<file path="config.mk">
export PLATFORM = sky130hd
export DESIGN_NAME = cap_unit_top
export DESIGN_NICKNAME = d
export VERILOG_FILES = /design/src/rtl/cap_pkg.sv /design/src/rtl/cap_pin_sync.sv /design/src/rtl/cap_channel.sv /design/src/rtl/cap_unit_top.sv
export SDC_FILE = /design/constraint.sdc
export NUM_CORES = 1
export LEC_CHECK = 0
export BUFFER_PORTS_ARGS = -buffer_cell sky130_fd_sc_hd__buf_4
export CORE_MARGIN = 3
export CORE_UTILIZATION = 50
export CTS_BUF_LIST = sky130_fd_sc_hd__clkbuf_2 sky130_fd_sc_hd__clkbuf_4 sky130_fd_sc_hd__clkbuf_8
export DETAILED_ROUTE_END_ITERATION = 16
export PLACE_DENSITY = 0.75
export SLEW_MARGIN = 0
export SYNTH_ARGS = -nofsm -noshare
export SYNTH_HDL_FRONTEND = slang
export SYNTH_SLANG_ARGS = --single-unit
</file>
<file path="constraint.sdc">
create_clock -name clk -period 3.62 [get_ports clk]
set_input_delay 0.724 -clock clk [delete_from_list [all_inputs] [get_ports clk]]
set_output_delay 0.724 -clock clk [all_outputs]
set_load 0.01 [all_outputs]
</file>
<file path="src/rtl/cap_pkg.sv">
package cap_pkg;

    // Number of capture channels served by one control/status word.
    localparam int NCH = 2;

    // Per-channel edge mode codes.
    localparam logic [1:0] MODE_OFF  = 2'b00;
    localparam logic [1:0] MODE_RISE = 2'b01;
    localparam logic [1:0] MODE_FALL = 2'b10;
    localparam logic [1:0] MODE_ANY  = 2'b11;

    // Control/status word, MSB first: flags, enables, modes (channel 1 above channel 0).
    typedef struct packed {
        logic [NCH-1:0]      flag;
        logic [NCH-1:0]      ien;
        logic [NCH-1:0][1:0] mode;
    } csr_t;

    localparam int CSR_W = $bits(csr_t);

endpackage

</file>
<file path="src/rtl/cap_pin_sync.sv">
module cap_pin_sync #(
    parameter int STAGES = 2
) (
    input  logic clk,
    input  logic rst_n,
    input  logic din,
    output logic rise,
    output logic fall
);

    typedef struct packed {
        logic [STAGES-1:0] chain;
        logic              prev;
    } sync_st_t;

    sync_st_t s_d, s_q;

    always_comb begin
        s_d       = s_q;
        s_d.chain = {s_q.chain[STAGES-2:0], din};
        s_d.prev  = s_q.chain[STAGES-1];
    end

    always_ff @(posedge clk or negedge rst_n) begin
        if (!rst_n) s_q <= '0;
        else        s_q <= s_d;
    end

    assign rise =  s_q.chain[STAGES-1] & ~s_q.prev;
    assign fall = ~s_q.chain[STAGES-1] &  s_q.prev;

endmodule

</file>
<file path="src/rtl/cap_channel.sv">
module cap_channel
    import cap_pkg::*;
#(
    parameter int TW          = 16,
    parameter int SYNC_STAGES = 2
) (
    input  logic          clk,
    input  logic          rst_n,
    input  logic          pin,
    input  logic [1:0]    mode,
    input  logic [TW-1:0] tmr_val,
    output logic          hit,
    output logic [TW-1:0] cap_val
);

    logic rise, fall;

    cap_pin_sync #(.STAGES(SYNC_STAGES)) u_sync (
        .clk  (clk),
        .rst_n(rst_n),
        .din  (pin),
        .rise (rise),
        .fall (fall)
    );

    logic [TW-1:0] cap_d, cap_q;

    always_comb begin
        unique case (mode)
            MODE_RISE: hit = rise;
            MODE_FALL: hit = fall;
            MODE_ANY:  hit = rise | fall;
            default:   hit = 1'b0;
        endcase
        cap_d = hit ? tmr_val : cap_q;
    end

    always_ff @(posedge clk or negedge rst_n) begin
        if (!rst_n) cap_q <= '0;
        else        cap_q <= cap_d;
    end

    assign cap_val = cap_q;

endmodule

</file>
<file path="src/rtl/cap_unit_top.sv">
module cap_unit_top
    import cap_pkg::*;
#(
    parameter int TW          = 16,
    parameter int AW          = 2,
    parameter int SYNC_STAGES = 2
) (
    input  logic             clk,
    input  logic             rst_n,
    input  logic [NCH-1:0]   cap_pin,
    input  logic [TW-1:0]    tmr_val,
    input  logic [AW-1:0]    bus_addr,
    input  logic             bus_wr,
    input  logic             bus_rd,
    input  logic             bus_rmw,
    input  logic [CSR_W-1:0] bus_wdata,
    output logic [TW-1:0]    bus_rdata,
    output logic [NCH-1:0]   irq
);

    localparam logic [AW-1:0] CSR_ADDR = '0;
    localparam int            CAP_BASE = 1;

    logic [NCH-1:0]         hit;
    logic [NCH-1:0][TW-1:0] cap_val;

    for (genvar g = 0; g < NCH; g++) begin : g_ch
        cap_channel #(.TW(TW), .SYNC_STAGES(SYNC_STAGES)) u_ch (
            .clk    (clk),
            .rst_n  (rst_n),
            .pin    (cap_pin[g]),
            .mode   (csr_q.mode[g]),
            .tmr_val(tmr_val),
            .hit    (hit[g]),
            .cap_val(cap_val[g])
        );
    end

    csr_t csr_d, csr_q;
    csr_t wr_word;
    logic csr_wr;

    assign wr_word = csr_t'(bus_wdata);
    assign csr_wr  = bus_wr && (bus_addr == CSR_ADDR);

    // Next state: software write first, hardware event set applied last so it wins.
    always_comb begin
        csr_d = csr_q;
        if (csr_wr) begin
            csr_d.ien  = wr_word.ien;
            csr_d.mode = wr_word.mode;
            csr_d.flag = csr_q.flag & wr_word.flag;
        end
        csr_d.flag = csr_d.flag | hit;
    end

    always_ff @(posedge clk or negedge rst_n) begin
        if (!rst_n) csr_q <= '0;
        else        csr_q <= csr_d;
    end

    assign irq = csr_q.flag & csr_q.ien;

    // Read path: flags forced high for read-modify-write reads.
    csr_t rd_word;

    always_comb begin
        rd_word = csr_q;
        if (bus_rmw) rd_word.flag = '1;
        bus_rdata = '0;
        if (bus_rd) begin
            if (bus_addr == CSR_ADDR) bus_rdata = TW'(rd_word);
            for (int i = 0; i < NCH; i++) begin
                if (bus_addr == AW'(CAP_BASE + i)) bus_rdata = cap_val[i];
            end
        end
    end

endmodule

</file>
# Yosys cells after proc, flatten, opt, wreduce, memory -nomap -nowiden
# Index checks and enable logic that the tools add are counted.
totals:
  wordCells: 41
  out_inout_bits: 18
  in_bits: 33
  register_bits: 46
op_classes:
  bitwise: 13
  n_reduce_logical: 2
  n_eq_ne: 8
  muxes: 8
op_table:
  columns: ["cell", "count"]
  rows:
  - ["$mux 16", 3]
  - ["$mux 8", 2]
  - ["$eq 2x2->1 const B", 5]
  - ["$eq 2x1->1 const B", 3]
  - ["$pmux 1 s3", 2]
  - ["$and 1x1->1", 4]
  - ["$and 2x2->2", 2]
  - ["$not 1->1", 4]
  - ["$logic_not 2->1", 1]
  - ["$mux 2", 1]
  - ["$or 1x1->1", 2]
  - ["$or 2x2->2", 1]
  - ["$logic_and 1x1->1", 1]

# Depth between registers and ports, before layout
# Gate-level depths: netlist of the first run.
depth:
  depth_word: 5
  ltp_mapped: 7
  ltp_nobuf: 5

# Hierarchy
# A second synthesis of the first run with hierarchy kept.
unflattened:
  cells_unflattened: 160
  hier_area_um2: 2207.1
modules_own_cells:
  columns: ["module", "cells_per_inst", "instances", "seq_area_each_um2", "area_each_um2"]
  rows:
  - ["cap_channel", 35, 2, 400.4, 659.4]
  - ["cap_unit_top", 80, 1, 200.2, 708.2]
  - ["cap_pin_sync", 5, 2, 75.1, 90.1]

# Least setup slack after synthesis of the first run
# Ideal clock, no wire load.
synth_timing:
  path_type: "input-to-output"
  from: "input bus_addr[1]"
  to: "output bus_rdata[4]"
  stages: 5
  path_slack_ns: 1.189
  t_required_ns: 2.896
  arrival_time_ns: 1.707
  path_cell_list: "nor2b_1 -> clkbuf_1 -> clkbuf_1 -> nand2_1 -> a21boi_0"
synth_via:
  elab_chain_cells: 5
  elab_cells_between_ends: 7
  cone_classes: "2 x eq/ne; 4 x mux; 1 x reduce/logical"
synth_rtl:
  columns: ["item", "line", "rtl"]
  rows:
  - ["start: declaration", "cap_unit_top.sv:12", "input logic [AW-1:0] bus_addr,"]
  - ["$logic_not 2->1", "cap_unit_top.sv:72", "if (bus_addr == CSR_ADDR) bus_rdata = TW'(rd_word);"]
  - ["$mux 8", "cap_unit_top.sv:72", null]
  - ["$mux 16", "cap_unit_top.sv:74", "if (bus_addr == AW'(CAP_BASE + i)) bus_rdata = cap_val[i];"]
  - ["$mux 16 (*)", "cap_unit_top.sv:74", null]
  - ["$mux 16 (*)", "cap_unit_top.sv:71", "if (bus_rd) begin"]
  - ["end: declaration", "cap_unit_top.sv:17", "output logic [TW-1:0] bus_rdata,"]
# Every way passes the cells marked *; elsewhere a longest branch is shown, timed or not.

# Worst setup path after layout of the first run
layout_timing:
  from: "input bus_addr[0]"
  to: "output bus_rdata[14]"
layout_via:
  elab_chain_cells: 4
  elab_cells_between_ends: 5
  cone_classes: "2 x eq/ne; 3 x mux"
layout_rtl:
  columns: ["item", "line"]
  rows:
  - ["$eq 2x1->1", "cap_unit_top.sv:74"]
  - ["$mux 16", "cap_unit_top.sv:74"]
  - ["$mux 16 (*)", "cap_unit_top.sv:74"]
  - ["$mux 16 (*)", "cap_unit_top.sv:71"]
# Marked as above.

==> run_results.csv, run 1 <==
group,metric,value,unit
route,routed_via_density,5.90,
logic_synthesis,ys_types,32,
clock_network,cts_sinks,46,
route,wirelength,6090,um
critical_path,worstSetupPathType,"in -> out",
clock_network,cts_hold_buffers,0,
placement,port_buffers,50,
clock_network,cts_tree,"done",
logic_synthesis,yosysWarnings,0,
timing,setup_viol,0,
job,cap_viol_max_count,0,
critical_path,slowest_stage,"nor2b_1",
clock_network,cts_resized,0,
floorplanning,die_h,78.4,um
clock_network,clk_pin_slew,0.08,ns
timing,slew_viol_final,0,
placement,place.gp.congestion,0.753,
logic_synthesis,synth.top_cell.area_share,0.439,
floorplanning,core,4880,um^2
global_routing,track_usage,0.210,
route,detail_route.wl_per_cell,17.1,um
timing,rsz0062_at_grt,"false",
logic_synthesis,synth_area_per_cell,10.7,um^2
logic_synthesis,synth_common_cells,"dfrtp_1 (46), a21oi_1 (23), a21bo_2 (21), a221o_1 (21), nand3_1 (21)",
clock_network,cts_buffers,5,
clock_network,clockBufferDepth,2,
critical_path,cp_cell_sequence,"buf_4, nor2b_1, a22oi_1, nor2b_1, buf_4",
route,vias,2093,
timing,slew_headroom,0.263,
critical_path,startpoint_type,"input pin",
critical_path,crit_path_max_incr_delay,0.50,ns
floorplanning,fp.dieArea,6150,um^2
logic_synthesis,post-synth-top-area-cell,"dfrtp_1",
cells_and_area,finish.utilization,0.640,
logic_synthesis,post-synth-top-count-cell,"dfrtp_1",
timing,tns,0,ns
critical_path,required,2.90,ns
global_routing,grt_pass1_wl,10300,um
floorplanning,fp-row-count,25,
timing,fin_crit,2.65,ns
logic_synthesis,ys_seq_area_frac,0.439,
timing,post-route-period-util,0.732,
cells_and_area,num_antenna_cells,0,
timing,hold_viol,0,
clock_network,h-tree-depth,2,
critical_path,worst_ep_arrival_time,1.93,ns
floorplanning,die_w,78.4,um
global_routing,overflow,0,
hold_path,hold_class,"reg -> reg",
timing,worstMarginPinSlew,1.11,ns
floorplanning,num_io_pins,51,
global_routing,antenna_found_initial,0,
power_and_ir_drop,leakagePower,0.00139,uW
logic_synthesis,synth_edf_count,0,
run_status,outcome,"finished clean",
critical_path,cp_max_fo,13,
logic_synthesis,ys_ff_latch,46,
clock_network,clockRootBuffer,"clkbuf_8",
clock_network,insertion_delay,0.30,ns
power_and_ir_drop,power.density,588,nW/um^2
global_routing,grt_start_max_net_pins,47,
placement,post-dp-hpwl,4220,um
logic_synthesis,postSynth.asyncResetShare,1.00,
global_routing,grt_pass1_vias,2069,
route,dr.pass1.iters,4,
power_and_ir_drop,ir_drop,0.308,mV
route,drt_iter0_drc,132,
timing,fin_skew,0.00750,ns
cells_and_area,drive_above_1_share,0.375,
logic_synthesis,yosys-top-cells-area,"dfrtp_1 (44%), a21bo_2 (8.0%), a221o_1 (8.0%)",
floorplanning,start_util,0.537,
route,postRouteAntennaNets,0,
cells_and_area,area_growth,19.1,%
route,drc,0,
logic_synthesis,synthCells,246,
cells_and_area,final_nets,324,
clock_network,cts_setup_buffers,0,
timing,fmax,377,MHz
cells_and_area,fill_cells,431,
logic_synthesis,syn-cell-area,2620,um^2
critical_path,critPathCaptureType,"output pin",
logic_synthesis,synth_fp_nets,283,
logic_synthesis,ys.flop_type,"dfrtp_1",
-- routing by layer --
| metal | up-vias | routed length (um) | global-route usage |
|---|---|---|---|
| met2 | 64 | 2880 | 0.319 |
| met3 | 8 | 316 | 0.0436 |
| met4 | 0 | 74 | 0.0769 |
| li1 | 994 | - | - |
| met1 | 1027 | 2810 | 0.296 |
| met5 | - | 0 | 0 |
-- cell usage in the layout, fill, tap and decap left out, types with 7 or more instances in the layout --
cell	Yosys	layout
a21bo_2	21	21
a21oi_1	23	23
a221o_1	21	21
a22oi_1	8	8
buf_4	2	57
dfrtp_1	46	46
inv_1	7	7
mux2_2	16	16
nand3_1	21	21
nor2b_1	10	10
-- final cells by class --
cell class	instances	area (um^2)	share of cell area
multi-input cells	170	1330	0.425
repair buffers	57	428	0.137
inverters	7	26.3	0.00841
flip-flops and latches	46	1150	0.368
clock inverters	3	40.0	0.0128
clock buffers	5	68.8	0.0220
well taps	67	83.8	0.0268
-- worst max-delay path: cells and delay by family --
family | cells | cell delay [ns]
and+or+nand+nor | 2 | 0.68
buffers and inverters | 2 | 0.34
AOI/OAI and AO/OA | 1 | 0.19
-- state kept, by name, indices dropped and copies added (netlist names) --
name,cells
g_ch.u_ch.cap_val,32
csr_q,8
g_ch.u_ch.u_sync.s_d,4
g_ch.u_ch.u_sync.s_q,2
-- metrics by stage --
stage	setup WS, ns	cell area [um^2]	power [uW]	instances	hold slack (ns)
after floorplan	1.19	2620	1280	246	0.331
after global placement	0.993	3020	1450	347	0.333
after detailed placement	1.01	3020	1470	347	0.336
after CTS	0.995	3120	1850	355	0.357
after global routing	0.876	3120	1950	355	0.359
final	0.969	3120	1840	355	0.356
-- where the power goes --
group          internal, uW  leakage, uW  switching, uW  total, uW
sequential              681     0.000553            146        827
clock                   203    0.0000579            176        379
combinational           382     0.000777            250        632
total                  1270      0.00139            573       1840
-- path summary, 6_finish.rpt --
kind | startpoint | endpoint | slack, ns | depth (start not counted)
worst min-delay path | g_ch[0].u_ch.u_sync.s_d[2] | g_ch[0].u_ch.u_sync.s_d[0] | 0.36 | 0
min in group asynchronous | rst_n | g_ch[0].u_ch.cap_val[7] | 0.42 | 1
worst max register to register | g_ch[0].u_ch.u_sync.s_q[0] | g_ch[0].u_ch.cap_val[9] | 1.57 | 5
worst max-delay path | bus_addr[0] | bus_rdata[14] | 0.97 | 5
max in group asynchronous | rst_n | g_ch[1].u_ch.cap_val[0] | 2.81 | 1
worst min register to register | g_ch[0].u_ch.u_sync.s_d[2] | g_ch[0].u_ch.u_sync.s_d[0] | 0.36 | 0
-- logic make-up after synthesis --
family / synth area share
compound gates: 0.275
fa+ha+maj: 0.0191
buf+inv: 0.0553
flops: 0.439
mux: 0.0916
simple gates: 0.120
No activity file was read; power rests on OpenSTA's default activity.
==> inputs of run 2 (changes only) <==
PLACE_DENSITY = 0.78   (was 0.75)
clock period = 2.3 ns   (was 3.62 ns; I/O delays follow)
==> run 2 against run 1 <==
Setup slack lost 0.67 ns. First-iteration DRC count grew 39%. Cell count grew 0.28%. Cell area grew 0.48%. Sequential cell count is the same. Largest power group unchanged.
==> run_results.csv, run 2 (synthesis results as in run 1) <==
group,metric,value,unit
timing,slew_headroom,0.610,
cells_and_area,num_antenna_cells,0,
clock_network,clockRootBuffer,"clkbuf_8",
floorplanning,core,4880,um^2
clock_network,clockBufferDepth,2,
clock_network,h-tree-depth,2,
timing,setup_slack,0.303,ns
timing,fmax,501,MHz
clock_network,cts_setup_buffers,0,
power_and_ir_drop,power,2900,uW
floorplanning,start_util,0.537,
critical_path,regToRegSetupSlack,0.48,ns
critical_path,startpoint_type,"input pin",
route,drc,0,
power_and_ir_drop,switching_power,899,uW
global_routing,grt_pass1_wl,10400,um
route,wirelength,6170,um
critical_path,required,1.84,ns
cells_and_area,area_growth,19.7,%
global_routing,overflow,0,
power_and_ir_drop,comb_power_share,0.347,
cells_and_area,fill_cells,435,
placement,place.gp.congestion,0.812,
power_and_ir_drop,pwr-share-clk,0.210,
timing,post-route-period-util,0.868,
critical_path,r2r_cells,6,
timing,slew_viol_final,0,
critical_path,worst_ep_arrival_time,1.54,ns
run_status,outcome,"finished clean",
global_routing,track_usage,0.212,
timing,fin_crit,2.00,ns
cells_and_area,instances_no_fill,356,
critical_path,r2r-start,"g_ch[1].u_ch.u_sync.s_q[0]",
global_routing,grt_start_max_net_pins,47,
critical_path,r2r-end,"g_ch[1].u_ch.cap_val[8]",
timing,setup_viol,0,
route,vias,2115,
timing,worstMarginPinSlew,0.585,ns
hold_path,hold_class,"in -> async",
power_and_ir_drop,power.density,923,nW/um^2
clock_network,cts_sinks,46,
cells_and_area,largest_register_ffs,32,
clock_network,cts_buffers,5,
cells_and_area,layout_commonest_cell,"buf_4",
placement,pre_cts_ws,0.107,ns
placement,numPlacedInstances,348,
timing,hold_viol,0,
route,postRouteAntennaNets,0,
power_and_ir_drop,leakagePower,0.00139,uW
route,detail_route.wl_per_cell,17.3,um
clock_network,cts_tree,"done",
power_and_ir_drop,ir_drop,0.502,mV
timing,rsz0062_at_grt,"false",
route,dr.pass1.iters,4,
placement,post-dp-hpwl,4140,um
power_and_ir_drop,netSwitchingFraction,0.310,
cells_and_area,final_nets,325,
timing,fin_skew,0.00357,ns
timing,timing.hold.ws,0.164,ns
global_routing,grt_pass1_vias,2080,
floorplanning,die_w,78.4,um
critical_path,cp_max_fo,11,
floorplanning,num_io_pins,51,
floorplanning,fp.dieArea,6150,um^2
floorplanning,fp-row-count,25,
global_routing,antenna_found_initial,0,
power_and_ir_drop,power.internal,2000,uW
route,routed_via_density,5.94,
clock_network,insertion_delay,0.30,ns
critical_path,worstSetupPathType,"in -> out",
power_and_ir_drop,seq_power_share,0.443,
floorplanning,die_h,78.4,um
placement,port_buffers,50,
route,drt_iter0_drc,183,
cells_and_area,layout_common_cells,"buf_4 (58), dfrtp_1 (46), a21oi_1 (23)",
timing,tns,0,ns
critical_path,critPathCaptureType,"output pin",
job,cap_viol_max_count,0,
cells_and_area,drive_above_1_share,0.381,
clock_network,clk_pin_slew,0.08,ns
## run 2: repair_timing
action / in CTS / in global routing
setup endpoints to repair: 0 / 7
hold buffers: 0 / 0
gates resized for setup: 0 / 1
## run 2: worst max-delay path, cell delays in order
cell and delay, ns:
buf_4 0.16, nor2b_1 0.30, buf_4 0.20, nand2_1 0.05, a21boi_0 0.21, buf_4 0.16
## run 2: worst max path at each step
| stage | start | end | slack, ns |
|---|---|---|---|
| after floorplan | bus_addr[1] | bus_rdata[4] | 0.40 |
| after global placement | bus_addr[0] | bus_rdata[13] | 0.16 |
| after detailed placement | bus_addr[0] | bus_rdata[14] | 0.11 |
| after CTS | bus_addr[0] | bus_rdata[14] | 0.09 |
| after global routing | bus_addr[1] | bus_rdata[4] | 0.17 |
| final | bus_addr[1] | bus_rdata[4] | 0.30 |
## run 2: area by class of cell
type,count,area (um^2),area share
multi-input combinational,170,1330,0.423
sequential,46,1150,0.367
timing repair buffer,58,435,0.139
tap,67,83.8,0.0267
clock buffer,5,68.8,0.0219
clock inverter,3,45.0,0.0143
inverter,7,26.3,0.00837
## run 2: stage by stage
step | area, um^2 | util
floorplan | 2620 | -
global placement | 3020 | 0.619
detailed placement | 3020 | 0.619
CTS | 3140 | 0.643
global route | 3140 | 0.643
finish | 3140 | 0.643
## run 2: per-layer routing
metal  wire length (um)  vias up  track usage
met2               2930       65        0.338
met3                375        6       0.0378
met1               2800     1044        0.296
li1                   -     1000            -
met5                  0        -            0
met4                 66        0       0.0664
## run 2: power by group through the flow
stage          combinational (uW)  clock (uW)  sequential (uW)
2_1_floorplan                 801           0             1210
3_3_place_gp                  978           0             1290
3_5_place_dp                 1010           0             1300
4_1_cts                      1010         621             1280
5_1_grt                      1110         654             1330
6_report                     1000         609             1290
==> inputs of run 3 (changes only) <==
--- a/config.mk
+++ b/config.mk
@@ -9,6 +9,7 @@
 export CORE_MARGIN = 3
-export CORE_UTILIZATION = 50
+export CORE_UTILIZATION = 35
 export CTS_BUF_LIST = sky130_fd_sc_hd__clkbuf_2 sky130_fd_sc_hd__clkbuf_4 sky130_fd_sc_hd__clkbuf_8
 export DETAILED_ROUTE_END_ITERATION = 16
-export PLACE_DENSITY = 0.78
+export MAX_ROUTING_LAYER = met4
+export PLACE_DENSITY = 0.59
 export SLEW_MARGIN = 0
--- a/constraint.sdc
+++ b/constraint.sdc
@@ -3,2 +3,2 @@
 set_output_delay 0.46 -clock clk [all_outputs]
-set_load 0.01 [all_outputs]
+set_load 0.005 [all_outputs]
==> run 3 against run 2 <==
Wire length increased by 6.9%. Cell area increased by 1.8%. Global-route usage shrank 4.8 points. Largest cell class unchanged. Sequential share of layout area shrank 0.63 points. Fmax rose by 2.9%. Cell count rose by 8.7%. Count of clock-buffer cells in the layout is 1 higher.
==> run_results.csv, run 3 (synthesis results as in run 1) <==
group,metric,value,unit
clock_network,cts_resized,0,
critical_path,worstSetupPathType,"reg -> out",
cells_and_area,largest_register_ffs,32,
critical_path,cp_cell_sequence,"mux2i_1, o2bb2ai_1, and2_1, buf_4",
floorplanning,die_h,92.6,um
global_routing,grt_pass1_vias,2048,
floorplanning,num_io_pins,51,
cells_and_area,final_nets,328,
timing,setup_viol,0,
critical_path,cp_max_fo,15,
run_status,outcome,"finished clean",
placement,place.gp.congestion,0.758,
critical_path,cp_top_family,"flip-flops",
global_routing,track_usage,0.164,
critical_path,startpoint_type,"flop",
clock_network,insertion_delay,0.30,ns
critical_path,worst_ep_arrival_time,1.48,ns
clock_network,h-tree-depth,2,
timing,worstMarginPinSlew,0.591,ns
clock_network,clk_pin_slew,0.09,ns
cells_and_area,multi_input_area,1330,um^2
route,dr.pass1.iters,4,
floorplanning,start_util,0.374,
route,routed_via_density,5.42,
cells_and_area,finish.utilization,0.455,
critical_path,r2r_cells,6,
critical_path,required,1.84,ns
clock_network,cts_buffers,5,
timing,fmax,515,MHz
placement,post-dp-hpwl,4490,um
cells_and_area,fill_cells,702,
route,drt_iter0_drc,107,
global_routing,grt_start_max_net_pins,47,
global_routing,antenna_found_initial,0,
route,postRouteAntennaNets,0,
timing,fin_crit,1.94,ns
floorplanning,core,7020,um^2
floorplanning,die_w,92.6,um
critical_path,cp.buffers_inverters,1,
clock_network,cts_setup_buffers,0,
floorplanning,fp-row-count,30,
clock_network,clockBufferDepth,2,
clock_network,cts_hold_buffers,0,
timing,rsz0062_at_grt,"false",
global_routing,overflow,0,
cells_and_area,layout_common_cells,"buf_4 (61), dfrtp_1 (46), a21oi_1 (23)",
critical_path,critPathCaptureType,"output pin",
timing,tns,0,ns
power_and_ir_drop,power,2900,uW
cells_and_area,num_antenna_cells,0,
clock_network,clockRootBuffer,"clkbuf_8",
cells_and_area,drive_above_1_share,0.381,
critical_path,crit_path_max_incr_delay,0.62,ns
job,cap_viol_max_count,0,
route,vias,2098,
clock_network,cts_sinks,46,
power_and_ir_drop,leakagePower,0.00141,uW
cells_and_area,area_growth,21.8,%
timing,slew_headroom,0.606,
critical_path,worstSetupPathDepth,4,
timing,slew_viol_final,0,
cells_and_area,seq_area,1150,um^2
critical_path,slowest_stage,"dfrtp_1",
route,detail_route.wl_per_cell,17.0,um
timing,hold_viol,0,
placement,pre_cts_ws,0.379,ns
timing,fin_skew,0.00892,ns
floorplanning,fp.dieArea,8570,um^2
global_routing,grt_pass1_wl,10800,um
cells_and_area,layout_commonest_cell,"buf_4",
hold_path,hold_class,"in -> async",
route,drc,0,
timing,post-route-period-util,0.844,
power_and_ir_drop,ir_drop,0.282,mV
clock_network,cts_tree,"done",
power_and_ir_drop,power.density,909,nW/um^2
timing,setup_slack,0.360,ns
placement,port_buffers,50,
route,wirelength,6600,um
## run 3: final cells by class
type                    count  area share
well taps                  96      0.0376
clock inverters             1     0.00940
inverters                   7     0.00823
clock buffers               6      0.0259
repair buffers             61       0.143
multi-input cells         170       0.415
flip-flops and latches     46       0.360
## run 3: report_power, final
| part | internal (uW) | switching, uW | leakage, uW |
|---|---|---|---|
| combinational | 610 | 390 | 0.000798 |
| clock | 348 | 274 | 0.0000573 |
| sequential | 1070 | 210 | 0.000553 |
## run 3: per-stage QoR
step | instance area [um^2] | cells | hold WS [ns]
final | 3190 | 387 | 0.165
after detailed placement | 3080 | 380 | 0.336
after floorplan | 2620 | 246 | 0.164
after global placement | 3080 | 380 | 0.337
after CTS | 3190 | 387 | 0.195
after global routing | 3190 | 387 | 0.209
## run 3: path summary, 6_finish.rpt
check,slack (ns),startpoint,end
worst min register to register,0.36,g_ch[0].u_ch.u_sync.s_d[2],g_ch[0].u_ch.u_sync.s_d[0]
worst min-delay path,0.16,rst_n,g_ch[1].u_ch.cap_val[3]
min in group clk,0.27,cap_pin[0],g_ch[0].u_ch.u_sync.s_d[2]
worst max register to register,0.46,g_ch[1].u_ch.u_sync.s_q[0],g_ch[1].u_ch.cap_val[11]
max in group asynchronous,1.74,rst_n,g_ch[0].u_ch.cap_val[2]
worst max-delay path,0.36,csr_q[2],bus_rdata[2]
## run 3: layer usage
| metal | share of wire | track usage | up-vias |
|---|---|---|---|
| met2 | 0.51 | 0.273 | 50 |
| met1 | 0.45 | 0.214 | 1044 |
| met4 | 0.010 | 0.0446 | 0 |
| met5 | 0 | - | - |
| met3 | 0.037 | 0.0179 | 5 |
| li1 | - | - | 999 |
